### src/rtl/dcr_pkg.sv
package dcr_pkg;

    localparam int unsigned SLOT_BITS   = 16;
    localparam int unsigned SLOT_IDX_W  = $clog2(SLOT_BITS);
    localparam int unsigned PER_MIN_DEF = 96;
    localparam int unsigned PER_MAX_DEF = 256;

    typedef enum logic {
        FRAME_DATA = 1'b0,
        FRAME_CTRL = 1'b1
    } frame_kind_e;

    typedef struct packed {
        logic                  active;
        logic [SLOT_IDX_W-1:0] idx;
        frame_kind_e           kind;
    } slot_ctl_t;

    typedef struct packed {
        logic [SLOT_BITS-1:0] word;
        frame_kind_e          kind;
    } slot_result_t;

    function automatic logic count_in_window(input int unsigned n,
                                             input int unsigned lo,
                                             input int unsigned hi);
        return (n >= lo) && (n <= hi);
    endfunction

    function automatic int unsigned ctrl_offset(input int unsigned per,
                                                input logic quarter);
        return quarter ? (per >> 2) : (per >> 1);
    endfunction

endpackage

### src/rtl/dcr_frame_tracker.sv
module dcr_frame_tracker
    import dcr_pkg::*;
#(
    parameter int unsigned PER_MIN = PER_MIN_DEF,
    parameter int unsigned PER_MAX = PER_MAX_DEF
) (
    input  logic        clk,
    input  logic        rst,
    input  logic        fs_start,
    input  logic        chain_en,
    input  logic        quarter,
    input  logic        sw_req,
    output frame_kind_e kind,
    output logic        period_err,
    output logic        sw_err
);

    localparam int unsigned CW = $clog2(PER_MAX + 1) + 1;
    localparam logic [CW-1:0] POS_SAT = '1;

    logic [CW-1:0] pos;
    logic [CW-1:0] last_per;
    logic [CW-1:0] ctrl_pos;
    logic          have_ref;
    logic          have_per;
    logic          pend_sw;
    logic          chain_en_q;
    logic          en_rise;
    logic          at_ctrl;
    logic          is_ctrl;
    logic          fs_data;

    always_comb begin
        en_rise  = chain_en && !chain_en_q;
        ctrl_pos = CW'(ctrl_offset(32'(last_per), quarter));
        at_ctrl  = have_per && (pos == ctrl_pos);
        is_ctrl  = fs_start && !en_rise && (pend_sw || at_ctrl);
        fs_data  = fs_start && !is_ctrl;
        kind     = is_ctrl ? FRAME_CTRL : FRAME_DATA;
    end

    always_ff @(posedge clk) begin
        if (rst) begin
            pos        <= '0;
            last_per   <= '0;
            have_ref   <= 1'b0;
            have_per   <= 1'b0;
            pend_sw    <= 1'b0;
            chain_en_q <= 1'b0;
            period_err <= 1'b0;
            sw_err     <= 1'b0;
        end else begin
            chain_en_q <= chain_en;
            sw_err     <= chain_en && sw_req;

            if (have_ref && pos != POS_SAT) begin
                pos <= pos + CW'(1);
            end

            if (fs_data) begin
                pos      <= CW'(1);
                have_ref <= 1'b1;
                if (have_ref) begin
                    last_per   <= pos;
                    have_per   <= 1'b1;
                    period_err <= !count_in_window(32'(pos), PER_MIN, PER_MAX);
                end
            end

            if (is_ctrl) begin
                pend_sw <= 1'b0;
            end
            if (sw_req && !chain_en) begin
                pend_sw <= 1'b1;
            end

            if (en_rise) begin
                have_ref <= fs_data;
                have_per <= 1'b0;
                pend_sw  <= 1'b0;
            end
        end
    end

    // the error flag moves only after a data sync
    a_r7_err_on_data_sync: assert property (@(posedge clk) disable iff (rst)
        !$stable(period_err) |-> $past(fs_start && kind == FRAME_DATA));

    // a rejection flag needs a request made in chained mode
    a_r8_err_source: assert property (@(posedge clk) disable iff (rst)
        sw_err |-> $past(chain_en && sw_req));

    // the first sync after enabling the chain is data
    a_r6_rise_is_data: assert property (@(posedge clk) disable iff (rst)
        ($rose(chain_en) && fs_start) |-> (kind == FRAME_DATA));

endmodule

### src/rtl/dcr_slot_engine.sv
module dcr_slot_engine
    import dcr_pkg::*;
(
    input  logic                 clk,
    input  logic                 rst,
    input  logic                 fsync_in,
    input  logic                 sdata_in,
    input  logic                 chain_en,
    input  frame_kind_e          kind_in,
    input  logic [SLOT_BITS-1:0] tx_word,
    output logic                 fs_start,
    output logic                 sdata_out,
    output logic                 sdata_oe,
    output logic                 fsync_out,
    output slot_result_t         rx,
    output logic                 rx_valid
);

    localparam logic [SLOT_IDX_W-1:0] LAST_IDX = SLOT_IDX_W'(SLOT_BITS - 1);

    slot_ctl_t            st;
    logic [SLOT_BITS-1:0] shreg;
    logic [SLOT_BITS-1:0] tx_hold;
    logic [SLOT_BITS-1:0] shifted_in;
    logic                 last_bit;

    always_comb begin
        fs_start   = fsync_in && !st.active;
        last_bit   = st.active && (st.idx == LAST_IDX);
        shifted_in = {shreg[SLOT_BITS-2:0], sdata_in};
        sdata_oe   = fs_start || st.active;
        sdata_out  = fs_start ? tx_word[SLOT_BITS-1] : (st.active && tx_hold[SLOT_BITS-1]);
    end

    always_ff @(posedge clk) begin
        if (rst) begin
            st        <= '{active: 1'b0, idx: '0, kind: FRAME_DATA};
            shreg     <= '0;
            tx_hold   <= '0;
            rx        <= '{word: '0, kind: FRAME_DATA};
            rx_valid  <= 1'b0;
            fsync_out <= 1'b0;
        end else begin
            rx_valid  <= 1'b0;
            fsync_out <= 1'b0;
            if (fs_start) begin
                st      <= '{active: 1'b1, idx: SLOT_IDX_W'(1), kind: kind_in};
                shreg   <= shifted_in;
                tx_hold <= tx_word << 1;
            end else if (st.active) begin
                shreg   <= shifted_in;
                tx_hold <= tx_hold << 1;
                st.idx  <= st.idx + SLOT_IDX_W'(1);
                if (last_bit) begin
                    st.active <= 1'b0;
                    rx        <= '{word: shifted_in, kind: st.kind};
                    rx_valid  <= 1'b1;
                    fsync_out <= chain_en;
                end
            end
        end
    end

    // a received word is announced for a single cycle
    a_r2_single_valid: assert property (@(posedge clk) disable iff (rst)
        rx_valid |=> !rx_valid);

    // derived sync only when the chain is enabled
    a_r3_needs_enable: assert property (@(posedge clk) disable iff (rst)
        fsync_out |-> $past(chain_en));

    // derived sync directly follows a driven slot bit
    a_r3_follows_slot: assert property (@(posedge clk) disable iff (rst)
        fsync_out |-> $past(sdata_oe));

    // the line is only taken on an incoming sync
    a_r4_oe_opens_on_sync: assert property (@(posedge clk) disable iff (rst)
        $rose(sdata_oe) |-> fsync_in);

endmodule

### src/rtl/dcr_slot_relay.sv
module dcr_slot_relay
    import dcr_pkg::*;
#(
    parameter int unsigned PER_MIN = PER_MIN_DEF,
    parameter int unsigned PER_MAX = PER_MAX_DEF
) (
    input  logic                 sclk,
    input  logic                 rst,
    input  logic                 fsync_in,
    input  logic                 sdata_in,
    input  logic                 chain_en,
    input  logic                 ctrl_at_quarter,
    input  logic                 sw_ctrl_req,
    input  logic [SLOT_BITS-1:0] tx_word,
    output logic                 fsync_out,
    output logic                 sdata_out,
    output logic                 sdata_oe,
    output logic [SLOT_BITS-1:0] rx_word,
    output logic                 rx_valid,
    output logic                 rx_ctrl,
    output logic                 period_err,
    output logic                 sw_ctrl_err
);

    logic         fs_start;
    frame_kind_e  kind;
    slot_result_t rx;

    dcr_frame_tracker #(
        .PER_MIN (PER_MIN),
        .PER_MAX (PER_MAX)
    ) u_tracker (
        .clk        (sclk),
        .rst        (rst),
        .fs_start   (fs_start),
        .chain_en   (chain_en),
        .quarter    (ctrl_at_quarter),
        .sw_req     (sw_ctrl_req),
        .kind       (kind),
        .period_err (period_err),
        .sw_err     (sw_ctrl_err)
    );

    dcr_slot_engine u_engine (
        .clk       (sclk),
        .rst       (rst),
        .fsync_in  (fsync_in),
        .sdata_in  (sdata_in),
        .chain_en  (chain_en),
        .kind_in   (kind),
        .tx_word   (tx_word),
        .fs_start  (fs_start),
        .sdata_out (sdata_out),
        .sdata_oe  (sdata_oe),
        .fsync_out (fsync_out),
        .rx        (rx),
        .rx_valid  (rx_valid)
    );

    assign rx_word = rx.word;
    assign rx_ctrl = (rx.kind == FRAME_CTRL);

endmodule

### config.mk
export PLATFORM = sky130hd
export DESIGN_NAME = dcr_slot_relay
export DESIGN_NICKNAME = d
export VERILOG_FILES = /design/src/rtl/dcr_pkg.sv /design/src/rtl/dcr_frame_tracker.sv /design/src/rtl/dcr_slot_engine.sv /design/src/rtl/dcr_slot_relay.sv
export SDC_FILE = /design/constraint.sdc
export NUM_CORES = 1
export LEC_CHECK = 0
export BUFFER_PORTS_ARGS = -buffer_cell sky130_fd_sc_hd__buf_2
export CAP_MARGIN = 0
export CORE_UTILIZATION = 40
export DETAILED_ROUTE_END_ITERATION = 6
export PLACE_DENSITY_LB_ADDON = 0.15
export SLEW_MARGIN = 30
export SYNTH_ARGS = -nofsm -noshare
export SYNTH_HDL_FRONTEND = slang
export SYNTH_HIERARCHICAL = 1
export SYNTH_SLANG_ARGS = --single-unit
### constraint.sdc
create_clock -name sclk -period 3 [get_ports sclk]
set_clock_uncertainty 0.2 [all_clocks]
set_input_delay 0.6 -clock sclk [delete_from_list [all_inputs] [get_ports sclk]]
set_output_delay 0.6 -clock sclk [all_outputs]
set_load 0.05 [all_outputs]
==> results.md <==
* 0 — total gr overflow
* 0.00357 mm^2 — Syn Std Cell Area
* 0.00160 mm^2 — sequential cell area in the final layout
* register — startpoint class of the critical path
* 3 — H-tree depth reported by CTS
* 0.00932 mm^2 — Die ar.
* 0 — final count of hold timing violations
* 7120 um — aggregate routed wire length
* 431 — syn nets
* 12,000 um — global-route wire length before repair
* 530 mW/mm^2 — ratio of total power to cell area
* 41.2% — initial core utilization
* 0 — # setup viols final
* 4.93 — vias per cell
* 0.38 ns — crit-path max cell delay
* 4 — number of iterations in the first detailed-routing pass
* 2.20 ns — Data required, critical path
* 96.5 um — Chip Width
* output port — capturing element type of the critical path
* no — unrepaired setup endpoints after global routing
* 46.4% — final standard cell utilization of the core
* 0.35 ns — source-to-sink clock delay at the later pin of the worst-skew pair
* 47 — synth unique cells
* u_tracker/period_err$_SDFFE_PP0P_ — worst reg2reg path endpoint
* 0 — EDFF count, synth
* 540 — number of placed instances with taps included
* 0 — initial antenna violation count
* 0 — hold_buf cts
* 2.48 ns — post-route minimum period
* 0 — diodes inserted
* buf_4 — master of the slowest instance on the critical path
* 21.2% — layout cell share with drive strength beyond 1
* reg -> out — class of the most critical setup path
* 45 — count of port buffers added during placement
* 80 — clock sinks
* buf_4 > nor2_8 > inv_4 > buf_2 — cells traversed along the worst timing path
* 169 — iteration-0 DRC count of the detailed router
* 2,743 — via count
* 0 — quantity of gates resized following cts
* 0 — number of routed nets with antenna violations
* 0% — Synth async-reset ratio
* dfxtp_1 — Main synth FF type
* yes — TritonCTS clock tree
* 0.00157 uW — Pleak
* 80 — flip-flop and latch count after synthesis
* 0.675 ns — slew at the pin closest to its max-slew limit
* 5 — logic depth of the worst register-to-register path
* 12.8 um — mean routed wirelength per cell
* 44.8% — part of the Yosys area used for sequential elements
* 40 — largest net degree at the start of global routing
* 469 — post-layout net count
* reg -> reg — worst min-delay path category
* 0.00173 mm^2 — area of combinational cells with multiple inputs
* 1.68 ns — endpoint arrival time on the critical path
* 46 — I/O pin cnt
* 4860 um — hpwl dp
* 0.77 ns — slack of the worst reg-to-reg path
* 0 — final routed DRC violation total
* dfxtp_1, nand2_1, mux2i_1 — Synth area leaders
* 96.5 um — vertical extent of the die
* 16.7% — total routing usage reported by global routing
* 0 — max-slew violation count
* 556 — number of standard cells in the final layout excluding fillers
* u_engine/st[5]$_SDFF_PP0_ — Critical Path Source
* finished clean — run status
* 9 — TritonCTS buffer count
* 44.8% — share of Yosys cell area claimed by the top area cell type
* 34 — FP Rows
* 39 — CP Max Fanout
* 0 ns — final setup TNS
* 2,587 — number of global-route vias before repair
* 0 — buffer count from post-CTS setup fixing
* 6 — Synth warnings
* 0.09 ns — CTS clk-pin slew, worst paths
* sdata_oe — capturing element of the worst setup path
* 0 — number of max-cap violations
* 0.000194 V — maximum ir drop on the vdd rail
* clkbuf_8 — CTS root buffer
* 2 — maximum count of clock buffers along a single path
* u_tracker/pos[3]$_SDFFE_PP0P_ — r2r startpoint
* dfxtp_1 — biggest area consumer among synthesized cells
* 405 — post-synthesis instance total
* 404 MHz — achievable frequency
* 0.00868 mm^2 — Core Region
* 908 — fill cell instance count of the final layout
* 82.6% — crit share post-route
* 0.783 — routability congestion estimate from global placement
* 12.5% — Area growth, synth to finish
* 55.0% — Slew headroom
* 8.83 um^2 — Avg Synthesized Cell Area
[routing by layer]
metal,part of all wire [%],up-vias,GRT usage (%),wire [um]
li1,-,1435,-,-
met1,52,1241,23.4,3700
met2,42,59,24.9,3000
met3,4.5,8,3.29,320
met4,1.3,0,7.23,94
met5,0,-,0,0
[Yosys cell counts, types with 7 or more instances]
cell       n
a21oi_1   38
buf_6      7
dfxtp_1   80
xor2_1     9
nor3_1     7
nand3_1   15
nand2_1   80
mux2i_1   25
clkbuf_1  11
xnor2_1   11
a21oi_2   11
nor2_1    17
o21ai_1   22
nor2b_1   17
[power breakdown]
| group | switching, uW | total, uW | leakage, uW | internal (uW) |
|---|---|---|---|---|
| clock | 432 | 835 | 0.000103 | 402 |
| combinational | 113 | 190 | 0.000815 | 76.6 |
| sequential | 22.2 | 1110 | 0.000649 | 1090 |
[cells by family (layout without fill, tap and decap cells)]
family          Yosys count  in the layout  synth area share [%]
xor+xnor                 20             20                  4.90
simple gates            158            158                  21.6
flops                    80             80                  44.8
buf+inv                  37             80                  6.69
mux                      25             25                  7.00
compound gates           82             82                  14.0
fa+ha+maj                 3              3                  1.05
[layout by cell type (no fill, tap or decap), types with 4 or more instances in the layout]
master	netlist	routed
nand2_1	80	80
dfxtp_1	80	80
buf_2	6	45
a21oi_1	38	38
mux2i_1	25	25
o21ai_1	22	22
nor2b_1	17	17
nor2_1	17	17
nand3_1	15	15
buf_4	3	12
a21oi_2	11	11
xnor2_1	11	11
clkbuf_8	1	9
xor2_1	9	9
nor3_1	7	7
inv_1	6	6
nand4_1	5	5
inv_6	0	4
[area by class of cell]
cell class	count	area share, %
timing repair buffer	57	7.84
multi-input combinational	288	43.1
tap	108	3.36
clock buffer	9	3.08
sequential	80	39.8
inverter	7	0.715
clock inverter	7	2.08
[metrics by stage]
stage / setup WS [ns] / instance area (um^2) / power, uW / hold WS, ns
floorplan: 0.534 / 3570 / 1280 / 0.231
global route: 0.389 / 4020 / 2230 / 0.259
CTS: 0.490 / 4020 / 2160 / 0.249
global placement: 0.393 / 3810 / 1320 / 0.242
detailed placement: 0.303 / 3810 / 1320 / 0.246
finish: 0.523 / 4020 / 2130 / 0.256
[registers in the layout, indices dropped and copies added, names as in the netlist]
name                  cells
u_tracker/pend_sw         1
u_engine/shreg           15
u_tracker/chain_en_q      1
u_tracker/have_per        1
u_engine/rx              17
u_tracker/have_ref        1
u_tracker/pos            10
u_engine/fsync_out        1
u_tracker/last_per        9
u_tracker/sw_err          1
u_tracker/period_err      1
u_engine/rx_valid         1
u_engine/tx_hold         15
u_engine/st               6
[worst min-delay path by stage]
stage                                  from                      endpoint  slack [ns]  cells after the start
5_1_grt                         sw_ctrl_req   u_tracker/sw_err$_SDFF_PP0_        0.26                      2
2_1_floorplan   u_engine/st[0]$_SDFFE_PP0P_   u_engine/rx[0]$_SDFFE_PP0P_        0.23                      2
3_5_place_dp   u_engine/rx[14]$_SDFFE_PP0P_  u_engine/rx[14]$_SDFFE_PP0P_        0.25                      2
4_1_cts                         sw_ctrl_req   u_tracker/sw_err$_SDFF_PP0_        0.25                      2
3_3_place_gp    u_engine/st[0]$_SDFFE_PP0P_   u_engine/rx[0]$_SDFFE_PP0P_        0.24                      2
6_report       u_engine/rx[14]$_SDFFE_PP0P_  u_engine/rx[14]$_SDFFE_PP0P_        0.26                      2
[critical path: cells and delay by family (launching register included)]
kind / cells / cell delay [ns]
AND/OR/NAND/NOR: 1 / 0.14
buffers and inverters: 3 / 0.85
flip-flops: 1 / 0.34
Note: power is estimated with default switching activity, not from simulation.
